--- src/rtl/atx_pkg.sv ---
package atx_pkg;

    typedef enum logic [2:0] {
        FMT_I2S     = 3'd0,
        FMT_LJ      = 3'd1,
        FMT_RJ      = 3'd2,
        FMT_TDM_LVL = 3'd3,
        FMT_TDM_PLS = 3'd4
    } fmt_e;

    typedef struct packed {
        fmt_e fmt;
        logic wlen_24;
        logic tdm_16;
    } cfg_t;

    // Edge of the frame signal that opens a frame for each scheme.
    function automatic logic start_on_rise(fmt_e f);
        return (f == FMT_LJ) || (f == FMT_RJ) || (f == FMT_TDM_PLS);
    endfunction

    function automatic logic is_tdm(fmt_e f);
        return (f == FMT_TDM_LVL) || (f == FMT_TDM_PLS);
    endfunction

endpackage

--- src/rtl/atx_edge_sense.sv ---
module atx_edge_sense (
    input  logic clk,
    input  logic rst,
    input  logic bclk,
    input  logic fclk,
    input  logic rise_start,
    output logic tick,
    output logic frame_start
);
    logic bclk_d;
    logic fclk_last;
    logic primed;

    assign tick        = bclk_d & ~bclk;
    assign frame_start = tick & primed & (fclk != fclk_last) & (fclk == rise_start);

    always_ff @(posedge clk) begin
        if (rst) begin
            bclk_d    <= 1'b0;
            fclk_last <= 1'b0;
            primed    <= 1'b0;
        end else begin
            bclk_d <= bclk;
            if (tick) begin
                fclk_last <= fclk;
                primed    <= 1'b1;
            end
        end
    end

endmodule

--- src/rtl/atx_slot_counter.sv ---
module atx_slot_counter #(
    parameter int POS_W = 10
) (
    input  logic             clk,
    input  logic             rst,
    input  logic             tick,
    input  logic             frame_start,
    output logic             adv,
    output logic             synced_q,
    output logic [POS_W-1:0] nxt_pos
);
    localparam logic [POS_W-1:0] POS_SAT = '1;

    logic [POS_W-1:0] pos_q;

    assign adv     = frame_start | (tick & synced_q);
    assign nxt_pos = frame_start        ? '0 :
                     (pos_q == POS_SAT) ? pos_q :
                                          pos_q + 1'b1;

    always_ff @(posedge clk) begin
        if (rst) begin
            pos_q    <= POS_SAT;
            synced_q <= 1'b0;
        end else begin
            if (adv) pos_q <= nxt_pos;
            if (frame_start) synced_q <= 1'b1;
        end
    end

    // every detected frame start puts the count back at position zero
    a_r8_frame_restarts_count: assert property (@(posedge clk) disable iff (rst)
        frame_start |=> (pos_q == '0));

endmodule

--- src/rtl/atx_sample_hold.sv ---
module atx_sample_hold #(
    parameter int DATA_W = 24,
    parameter int SLOT_W = 4
) (
    input  logic              clk,
    input  logic              rst,
    input  logic              load,
    input  logic [SLOT_W-1:0] nxt_slot,
    input  logic [DATA_W-1:0] in_data,
    input  logic              in_valid,
    output logic [DATA_W-1:0] word_nxt,
    output logic              req,
    output logic [SLOT_W-1:0] req_slot,
    output logic              underrun
);
    logic [DATA_W-1:0] hold_q;
    logic              hold_v;
    logic [DATA_W-1:0] word_q;

    assign word_nxt = (load && hold_v) ? hold_q : word_q;

    always_ff @(posedge clk) begin
        if (rst) begin
            hold_q   <= '0;
            hold_v   <= 1'b0;
            word_q   <= '0;
            req      <= 1'b0;
            req_slot <= '0;
            underrun <= 1'b0;
        end else begin
            req      <= load;
            underrun <= load & ~hold_v;
            if (load) begin
                word_q   <= word_nxt;
                req_slot <= nxt_slot;
            end
            if (in_valid) begin
                hold_q <= in_data;
                hold_v <= 1'b1;
            end else if (load) begin
                hold_v <= 1'b0;
            end
        end
    end

    // a boundary with an empty holding register keeps the old word
    a_r9_repeat_on_underrun: assert property (@(posedge clk) disable iff (rst)
        (load && !hold_v) |=> $stable(word_q));

    // the output word only moves at a slot boundary
    a_r8_word_moves_at_load: assert property (@(posedge clk) disable iff (rst)
        !$stable(word_q) |-> $past(load));

endmodule

--- src/rtl/atx_bit_select.sv ---
module atx_bit_select #(
    parameter int DATA_W = 24,
    parameter int LOC_W  = 5
) (
    input  logic [LOC_W:0]    loc,
    input  logic [LOC_W:0]    off,
    input  logic [LOC_W:0]    wl,
    input  logic [DATA_W-1:0] word,
    output logic              bit_out
);
    localparam int IDX_W = $clog2(DATA_W);
    localparam int EXT_W = 2 ** IDX_W;
    localparam logic [LOC_W:0] ONE = 1;

    logic [LOC_W:0]     rel;
    logic [LOC_W:0]     idx_full;
    logic               active;
    logic [EXT_W-1:0]   wext;

    always_comb begin
        wext              = '0;
        wext[DATA_W-1:0]  = word;
        rel               = loc - off;
        active            = (loc >= off) && (rel < wl);
        idx_full          = wl - rel - ONE;
        bit_out           = active ? wext[idx_full[IDX_W-1:0]] : 1'b0;
    end

endmodule

--- src/rtl/audio_ser_tx.sv ---
module audio_ser_tx
    import atx_pkg::*;
#(
    parameter int WORD_SHORT   = 16,
    parameter int WORD_LONG    = 24,
    parameter int SLOT_BITS    = 32,
    parameter int TDM_SLOTS_LO = 8,
    parameter int TDM_SLOTS_HI = 16
) (
    input  logic                            clk,
    input  logic                            rst,
    input  logic [2:0]                      fmt,
    input  logic                            wlen_24,
    input  logic                            tdm_16,
    input  logic                            bclk,
    input  logic                            fclk,
    input  logic [WORD_LONG-1:0]            smp_data,
    input  logic                            smp_valid,
    output logic                            smp_req,
    output logic [$clog2(TDM_SLOTS_HI)-1:0] smp_req_slot,
    output logic                            underrun,
    output logic                            sdo
);
    localparam int LOC_W  = $clog2(SLOT_BITS);
    localparam int SLOT_W = $clog2(TDM_SLOTS_HI);
    localparam int CNT_W  = SLOT_W + 1;
    localparam int POS_W  = CNT_W + LOC_W;
    localparam int STEREO = 2;

    cfg_t              cfg;
    logic              tick;
    logic              frame_start;
    logic              adv;
    logic              synced_q;
    logic [POS_W-1:0]  nxt_pos;
    logic [LOC_W:0]    wl;
    logic [LOC_W:0]    off;
    logic [LOC_W:0]    loc;
    logic [CNT_W-1:0]  nslots;
    logic [CNT_W-1:0]  slot_cur;
    logic [CNT_W-1:0]  slot_inc;
    logic [SLOT_W-1:0] nxt_req_slot;
    logic              in_range;
    logic              load;
    logic [WORD_LONG-1:0] word_nxt;
    logic              bit_val;

    assign cfg = '{fmt: fmt_e'(fmt), wlen_24: wlen_24, tdm_16: tdm_16};

    // Word length and MSB offset from the slot boundary.
    assign wl = cfg.wlen_24 ? (LOC_W+1)'(WORD_LONG) : (LOC_W+1)'(WORD_SHORT);

    always_comb begin
        case (cfg.fmt)
            FMT_LJ:  off = '0;
            FMT_RJ:  off = (LOC_W+1)'(SLOT_BITS) - wl;
            default: off = (LOC_W+1)'(1);
        endcase
        if (is_tdm(cfg.fmt))
            nslots = cfg.tdm_16 ? CNT_W'(TDM_SLOTS_HI) : CNT_W'(TDM_SLOTS_LO);
        else
            nslots = CNT_W'(STEREO);
    end

    atx_edge_sense u_edge (
        .clk         (clk),
        .rst         (rst),
        .bclk        (bclk),
        .fclk        (fclk),
        .rise_start  (start_on_rise(cfg.fmt)),
        .tick        (tick),
        .frame_start (frame_start)
    );

    atx_slot_counter #(.POS_W(POS_W)) u_cnt (
        .clk         (clk),
        .rst         (rst),
        .tick        (tick),
        .frame_start (frame_start),
        .adv         (adv),
        .synced_q    (synced_q),
        .nxt_pos     (nxt_pos)
    );

    assign slot_cur     = nxt_pos[POS_W-1:LOC_W];
    assign loc          = {1'b0, nxt_pos[LOC_W-1:0]};
    assign in_range     = slot_cur < nslots;
    assign load         = adv && in_range && (nxt_pos[LOC_W-1:0] == '0);
    assign slot_inc     = slot_cur + 1'b1;
    assign nxt_req_slot = (slot_inc == nslots) ? '0 : slot_inc[SLOT_W-1:0];

    atx_sample_hold #(.DATA_W(WORD_LONG), .SLOT_W(SLOT_W)) u_hold (
        .clk      (clk),
        .rst      (rst),
        .load     (load),
        .nxt_slot (nxt_req_slot),
        .in_data  (smp_data),
        .in_valid (smp_valid),
        .word_nxt (word_nxt),
        .req      (smp_req),
        .req_slot (smp_req_slot),
        .underrun (underrun)
    );

    atx_bit_select #(.DATA_W(WORD_LONG), .LOC_W(LOC_W)) u_sel (
        .loc     (loc),
        .off     (off),
        .wl      (wl),
        .word    (word_nxt),
        .bit_out (bit_val)
    );

    always_ff @(posedge clk) begin
        if (rst)      sdo <= 1'b0;
        else if (adv) sdo <= in_range ? bit_val : 1'b0;
    end

    // the line only moves right after a falling bit-clock edge
    a_r1_change_on_fall: assert property (@(posedge clk) disable iff (rst)
        !$stable(sdo) |-> $past(tick));

    // nothing is sent before the first frame start
    a_r7_quiet_before_sync: assert property (@(posedge clk) disable iff (rst)
        !synced_q |-> (sdo == 1'b0));

    // bits past the last slot stay low
    a_r7_quiet_past_last_slot: assert property (@(posedge clk) disable iff (rst)
        (adv && !in_range) |=> (sdo == 1'b0));

endmodule

--- config.mk ---
export PLATFORM = sky130hd
export DESIGN_NAME = audio_ser_tx
export DESIGN_NICKNAME = d
export VERILOG_FILES = /design/src/rtl/atx_pkg.sv /design/src/rtl/atx_edge_sense.sv /design/src/rtl/atx_slot_counter.sv /design/src/rtl/atx_sample_hold.sv /design/src/rtl/atx_bit_select.sv /design/src/rtl/audio_ser_tx.sv
export SDC_FILE = /design/constraint.sdc
export NUM_CORES = 1
export LEC_CHECK = 0
export ABC_AREA = 1
export BUFFER_PORTS_ARGS = -buffer_cell sky130_fd_sc_hd__buf_2
export CAP_MARGIN = 20
export CORE_MARGIN = 4
export CORE_UTILIZATION = 59
export DETAILED_ROUTE_END_ITERATION = 8
export HOLD_SLACK_MARGIN = 0.02
export PLACE_DENSITY = 0.91
export SYNTH_ARGS = -nofsm -noshare
export SYNTH_HDL_FRONTEND = slang
export SYNTH_SLANG_ARGS = --single-unit
--- constraint.sdc ---
create_clock -name clk -period 4.3 [get_ports clk]
set_input_delay 0.215 -clock clk [delete_from_list [all_inputs] [get_ports clk]]
set_output_delay 0.215 -clock clk [all_outputs]
set_load 0.1 [all_outputs]
=== After elaboration in Yosys (flattened, before gate mapping) ===
Index checks and enable logic that the tools add are counted.

* Bits in registers: 70
* Word-level logic and storage cells: 62

* Order comparisons: 4
* Equality and inequality tests: 8
* $add $sub $neg: 6
* Reduce and logical (&&, ||, !) cells: 9
* Mux-type cells: 14
* Bitwise operators: 9

{| class="wikitable"
|+ Operator list
! cell !! count
|-
| 2-to-1 mux 24 bit || 1
|-
| 2-to-1 mux 10 bit || 2
|-
| one-hot mux 6 bit (2 select lines) || 1
|-
| adder 10 x 1 -> 10 bit, second input constant || 1
|-
| equality test 10 bit, second input constant || 1
|-
| 2-to-1 mux 5 bit || 2
|-
| 2-to-1 mux 4 bit || 2
|-
| AND 1 bit || 6
|-
| equality test 3 x 2 -> 1 bit, second input constant || 2
|-
| >= comparator 5 x 6 -> 1 bit || 1
|-
| < comparator 5 x 6 -> 1 bit, second input constant || 1
|-
| < comparator 6 x 5 -> 1 bit || 1
|-
| subtractor 5 x 6 -> 6 bit || 1
|-
| subtractor 6 x 5 -> 6 bit, first input constant || 1
|-
| adder 5 x 1 -> 5 bit, second input constant || 1
|-
| binary-select mux 1 bit (select 5 bit) || 1
|-
| equality test 5 bit || 1
|-
| zero test 5 bit || 1
|-
| < comparator 5 bit || 1
|-
| 2-to-1 mux 1 bit || 5
|-
| subtractor 5 x 1 -> 5 bit, second input constant || 1
|-
| subtractor 5 bit || 1
|-
| logical AND 1 bit || 4
|-
| equality test 3 x 1 -> 1 bit, second input constant || 1
|-
| other kinds (7) || 10
|}

=== Logic depth before layout (Yosys ltp) ===
* Depth after elaboration: 15
* Mapped depth: 23
* Gate-level depth less buffers: 22

=== Hierarchy ===
A second synthesis with hierarchy kept.

* Cell total of the unflattened synthesis: 721
* Area, all modules: 4520.6 um2

{| class="wikitable"
|+ By module, submodules not included
! module !! seq. area each (um2) !! cells an instance !! area each (um2) !! instances
|-
| atx_sample_hold || 1101.1 || 333 || 2283.4 || 1
|-
| atx_bit_select || 0.0 || 155 || 859.6 || 1
|-
| atx_slot_counter || 220.2 || 138 || 835.8 || 1
|-
| audio_ser_tx || 20.0 || 71 || 386.6 || 1
|-
| atx_edge_sense || 60.1 || 24 || 155.1 || 1
|}

=== Least setup slack after synthesis ===
Ideal clock, no wire load.

* Path type: flip-flop to flip-flop
* Start point: reg u_cnt.pos_q[0]
* End point: reg sdo
* Buffers on the path: 2
* Clock period less this slack: 2875 ps
* Data arrival time: 2759 ps
* Required time: 4183 ps
* Library setup time: 117 ps
* Cell stages (with the launch flop): 23
* Setup slack: 1425 ps
* Cell sequence: dfxtp_1 -> ha_1 -> inv_1 -> nor2_4 -> nand3_4 -> o21ai_0 -> a21oi_1 -> a31oi_1 -> ha_1 -> nand4_1 -> nand2_1 -> inv_1 -> nand4_2 -> buf_6 -> buf_6 -> o211ai_1 -> nand3_1 -> nand3_1 -> nand3_1 -> nand2_1 -> nand2_1 -> nand2_1 -> a21oi_2

* Longest elaborated chain between the ends: 12

{| class="wikitable"
|+ Ends and longest elaborated chain
! element !! RTL line !! source
|-
| from (decl) || atx_slot_counter.sv:14 || <nowiki>logic [POS_W-1:0] pos_q;</nowiki>
|-
| from (signal assigned) || atx_slot_counter.sv:26 || <nowiki>if (adv) pos_q <= nxt_pos;</nowiki>
|-
| adder 10 x 1 -> 10 bit / equality test 10 bit (equally long branches) || atx_slot_counter.sv:19, atx_slot_counter.sv:18 ||
|-
| 2-to-1 mux 10 bit (*) || atx_slot_counter.sv:18 || <nowiki>(pos_q == POS_SAT) ? pos_q :</nowiki>
|-
| 2-to-1 mux 10 bit (*) || atx_slot_counter.sv:17 || <nowiki>assign nxt_pos = frame_start ? '0 :</nowiki>
|-
| via nxt_pos[9] || audio_ser_tx.sv:35 || <nowiki>logic [POS_W-1:0] nxt_pos;</nowiki>
|-
| < comparator 5 bit (*) || audio_ser_tx.sv:87 || <nowiki>assign in_range = slot_cur < nslots;</nowiki>
|-
| logical AND 1 bit (2 in a row) || audio_ser_tx.sv:88 || <nowiki>assign load = adv && in_range && (nxt_pos[LOC_W-1:0] == '0);</nowiki>
|-
| logical AND 1 bit || atx_sample_hold.sv:20 || <nowiki>assign word_nxt = (load && hold_v) ? hold_q : word_q;</nowiki>
|-
| 2-to-1 mux 24 bit || atx_sample_hold.sv:20 ||
|-
| binary-select mux 1 bit (select 5 bit) || atx_bit_select.sv:26 || <nowiki>bit_out = active ? wext[idx_full[IDX_W-1:0]] : 1'b0;</nowiki>
|-
| 2-to-1 mux 1 bit (implied by the code) || atx_bit_select.sv:26 ||
|-
| 2-to-1 mux 1 bit || atx_bit_select.sv:26 ||
|-
| 2-to-1 mux 1 bit (*) || audio_ser_tx.sv:115 || <nowiki>else if (adv) sdo <= in_range ? bit_val : 1'b0;</nowiki>
|-
| to (signal assigned) || audio_ser_tx.sv:115 ||
|-
| to (decl) || audio_ser_tx.sv:22 || <nowiki>output logic sdo</nowiki>
|}

Mark *: on every way through the listed nets, which the timed path passes. The rest lies on a longest branch. The select of a mux whose other input is x is not followed.
A chain may end at the register's enable or synchronous reset.

=== Final worst setup path ===
Ends and elaborated chain as after synthesis.

==> results.md <==
Status:
- The flow ran to the end, and the final reports show no timing, DRC or antenna violations.

Timing:
- The minimum hold slack is 0.0842 ns.
- The max-slew violation total from the final report was 0.
- The worst slew margin relative to its limit is 35.3%.
- Setup violations remaining at the end of the flow were counted as 0.
- For the pin with the worst max-slew slack, the measured transition is 0.969 ns.
- The setup clock skew after layout is 0.00740 ns.
- The routed design could run at a clock period as short as 3.61 ns.
- The fraction of the cycle the final worst path needs is 84.0%.
- The number of failing hold endpoints at the final stage is 0.
- Static timing analysis puts the maximum clock frequency at 277 MHz.
- The sum of negative setup slack is 0 ns.
- Setup repair after global routing left no endpoint under its margin.
- Setup slack on the critical path of the routed design comes to 0.688 ns.

Worst setup path:
- The path type of the worst setup path is reg2reg.
- The endpoint class of the critical path is a register.
- The arrival time at the worst endpoint is 3.90 ns.
- In this run the worst path has a maximum fanout of 16.
- The type of origin of the critical path is a register.
- The critical path data required time is 4.59 ns.

Clock network:
- The number of hold-repair buffers added at the cts stage is 0.
- The TritonCTS clock tree is built.
- The post-cts repair resize count is 0.
- TritonCTS created 9 clock buffers.
- Once the clock tree was built, the setup fixing pass inserted 0 buffers.
- At the later pin of the worst-skew pair, clock insertion delay measures 0.35 ns.
- The number of buffers on the longest clock path is 2.
- After clock tree synthesis, the clock-pin slew on the worst setup and hold paths is 0.07 ns.
- Clock tree synthesis selected as its root buffer the cell sky130_fd_sc_hd__clkbuf_8.
- The H-tree generated during clock tree synthesis spans 3 levels.
- The number of sinks on the clock net is 70.

Global routing:
- The first-pass GRT wire length is 14.0 mm.
- The aggregate global-route resource usage is 23.0%.
- The number of global-route vias before repair came to 3206.
- The final global-route overflow total is 0.
- The number of antenna violations at the first check in global routing was 0.
- The maximum number of pins on one net before global-route repair is 40.

Finish:
- The number of antenna diodes in the final layout is 0.
- Leaving out filler cells and counting taps, the final layout contains 639.
- The final net count is 603.
- Cells with a size suffix above 1 make up 14.0% of the layout.
- The signed area change from the synthesized netlist to the final layout is 8.28%.

Detailed routing:
- For this run, the detailed router's first-pass iteration total came to 5.
- The final layout contains routed wiring with a total length of 8.15 mm.
- The routed layout has 3415 vias.
- The average via count per standard cell is 5.34.
- The remaining antenna violation count is 0.
- Dividing the detail-routed wire length by the instance count gives 12.8 um.
- The DRC violation count after routing is 0.
- The first routing iteration left 223 violations.

Die:
- The region available for standard cell placement spans 6030 um^2.
- The die area is 7630 um^2.
- 41 I/O pins were placed.
- The initial utilization of the core area, before any placement, comes to 61.7%.
- The overall die height is 87.4 um.
- The number of rows in the core area is 28.
- The floorplan die width is 87.4 um.

Pwr:
- The power per cell area is 327 nW/um^2.
- The cell-internal power is 0.953 mW.
- The switching power total is 0.364 mW.
- The switching power share of the total is 27.6%.
- The analysis attributes to cell leakage a power of 2.02 nW.
- Per report_power, the clock group accounts for 34.2% of the total.
- In this run, flip-flops and latches consume 51.3% of the power.
- Combinational logic is responsible for 14.5% of the overall power.
- Across the VDD grid, the largest voltage drop is 287 uV.
- The post-layout total power is 1.32 mW.

Synthesis:
- Yosys printed 0 warnings.
- The part of the Yosys area used for sequential elements is 37.7%.
- The cell area after technology mapping is 3720 um^2.
- The number of nets handed over by synthesis was 572.
- Averaged over all synthesized cells, the footprint is 7.01 um^2.
- The gate count after technology mapping is 530.
- Synthesis instantiated 35 different standard cells from the library.
- The register bit count reported by yosys is 70.

Placement:
- The count of buffers added on input and output ports is 40.
- Including well taps, the total number of placed cells is 625.
- The setup slack at placement is 0.737 ns.
- The congestion estimate from routability-driven global placement came to 0.913.
- The half-perimeter wire length of the detailed placement result is 6.02 mm.

Run:
- The number of max-capacitance violations reported is 0.

Min path:
- The worst hold path belongs to the class in2reg.
==> final timing paths <==
kind                                         from                 to  slack [ns]  depth (start not counted)
worst max-delay path               u_cnt.pos_q[0]                sdo        0.69                         21
worst min-delay path                 smp_data[22]  u_hold.hold_q[22]        0.08                          3
worst max register to register     u_cnt.pos_q[0]                sdo        0.69                         21
worst min register to register  u_hold.hold_q[14]  u_hold.hold_q[14]        0.47                          2
==> layer usage <==
metal	share of wire [%]	global-route usage [%]	vias up	wire, um
met5	0	0	-	0
met4	2.2	11.3	0	178
met3	5.4	6.05	22	444
met2	48	37.2	95	3890
met1	45	28.1	1523	3630
li1	-	-	1775	-
==> area by class of cell <==
| type | count | area, um^2 |
|---|---|---|
| multi-input combinational | 362 | 1880 |
| tap | 75 | 93.8 |
| timing repair buffer | 41 | 208 |
| inverter | 77 | 289 |
| sequential | 70 | 1400 |
| clock inverter | 2 | 10.0 |
| clock buffer | 12 | 145 |
| fill | 539 | 2000 |
==> metrics by stage <==
step	util (%)	area [um^2]
2_1_floorplan	-	3720
3_3_place_gp	64.2	3870
3_5_place_dp	64.2	3870
4_1_cts	66.8	4020
5_1_grt	66.8	4020
6_report	66.8	4020
==> Yosys cell counts, drive strengths merged <==
master	number	share of area [%]
a21oi	37	5.1
a31oi	1	0.17
buf	8	2.3
clkbuf	13	1.7
clkinv	2	0.20
dfxtp	70	38
ha	8	2.7
inv	75	7.6
nand2	122	13
nand3	64	10
nand4	13	2.4
nor2	54	6.4
nor3	3	0.40
o211ai	12	2.4
o21ai	31	4.2
o221a	1	0.30
or2	5	0.84
xnor2	1	0.24
xor2	10	2.4
==> state kept, by name, summed over array words and instances, names as in the netlist <==
signal and count:
u_hold.hold_q 24, u_hold.word_q 24, u_cnt.pos_q 10, u_hold.req_slot 4, sdo 1, u_cnt.synced_q 1, u_edge.bclk_d 1, u_edge.fclk_last 1
u_edge.primed 1, u_hold.hold_v 1, u_hold.req 1, u_hold.underrun 1
==> critical path: stages (launching register included) <==
cell and delay, ns:
sky130_fd_sc_hd__dfxtp_1 0.40, sky130_fd_sc_hd__ha_1 0.23, sky130_fd_sc_hd__inv_1 0.10, sky130_fd_sc_hd__nor2_4 0.18
sky130_fd_sc_hd__nand3_4 0.14, sky130_fd_sc_hd__o21ai_0 0.11, sky130_fd_sc_hd__a21oi_1 0.06, sky130_fd_sc_hd__a31oi_1 0.28
sky130_fd_sc_hd__ha_1 0.32, sky130_fd_sc_hd__nand4_1 0.11, sky130_fd_sc_hd__nand2_1 0.10, sky130_fd_sc_hd__inv_1 0.07
sky130_fd_sc_hd__nand4_2 0.32, sky130_fd_sc_hd__inv_2 0.35, sky130_fd_sc_hd__nand2_1 0.12, sky130_fd_sc_hd__nand3_1 0.09
sky130_fd_sc_hd__nand3_1 0.08, sky130_fd_sc_hd__nand3_1 0.10, sky130_fd_sc_hd__nand3_1 0.07, sky130_fd_sc_hd__a21oi_1 0.12
sky130_fd_sc_hd__nand2_1 0.08, sky130_fd_sc_hd__a21oi_2 0.10
==> power groups by stage <==
stage	Sequential, mW	Combinational [mW]	Clock [mW]
2_1_floorplan	0.686	0.148	0
4_1_cts	0.676	0.190	0.455
5_1_grt	0.677	0.219	0.482
3_5_place_dp	0.690	0.189	0
3_3_place_gp	0.690	0.184	0
6_report	0.676	0.191	0.450
==> cell families (layout without fill, tap and decap cells) <==
kind of cell             Yosys count  in the layout  synth area share (%)
AO/OA/AOI/OAI                     82             82                  12.2
XOR/XNOR                          11             11                  2.59
adder cells (fa/ha/maj)            8              8                  2.69
buffers and inverters             98            132                  11.8
flip-flops                        70             70                  37.7
AND/OR/NAND/NOR                  261            261                  33.1
==> cells in the final DEF (no fill, tap or decap), types with 2 or more instances in the layout <==
cell type,synthesis,final
sky130_fd_sc_hd__dfxtp_1,70,70
sky130_fd_sc_hd__nor2_4,2,2
sky130_fd_sc_hd__nand4_1,12,12
sky130_fd_sc_hd__nor3_1,3,3
sky130_fd_sc_hd__o21ai_0,31,31
sky130_fd_sc_hd__clkbuf_1,11,2
sky130_fd_sc_hd__a21oi_1,36,36
sky130_fd_sc_hd__clkinv_2,0,2
sky130_fd_sc_hd__nand3_1,57,57
sky130_fd_sc_hd__xor2_1,10,10
sky130_fd_sc_hd__ha_1,8,8
sky130_fd_sc_hd__inv_1,74,74
sky130_fd_sc_hd__o211ai_1,12,12
sky130_fd_sc_hd__nand2_4,2,2
sky130_fd_sc_hd__or2_2,3,3
sky130_fd_sc_hd__buf_2,0,40
sky130_fd_sc_hd__nor2_1,50,50
sky130_fd_sc_hd__nand2_1,114,114
sky130_fd_sc_hd__nand3_4,2,2
sky130_fd_sc_hd__clkinv_1,2,2
sky130_fd_sc_hd__clkbuf_8,1,10
sky130_fd_sc_hd__nand3_2,5,5
sky130_fd_sc_hd__nand2_2,6,6
No activity file was read; power rests on OpenSTA's default activity.
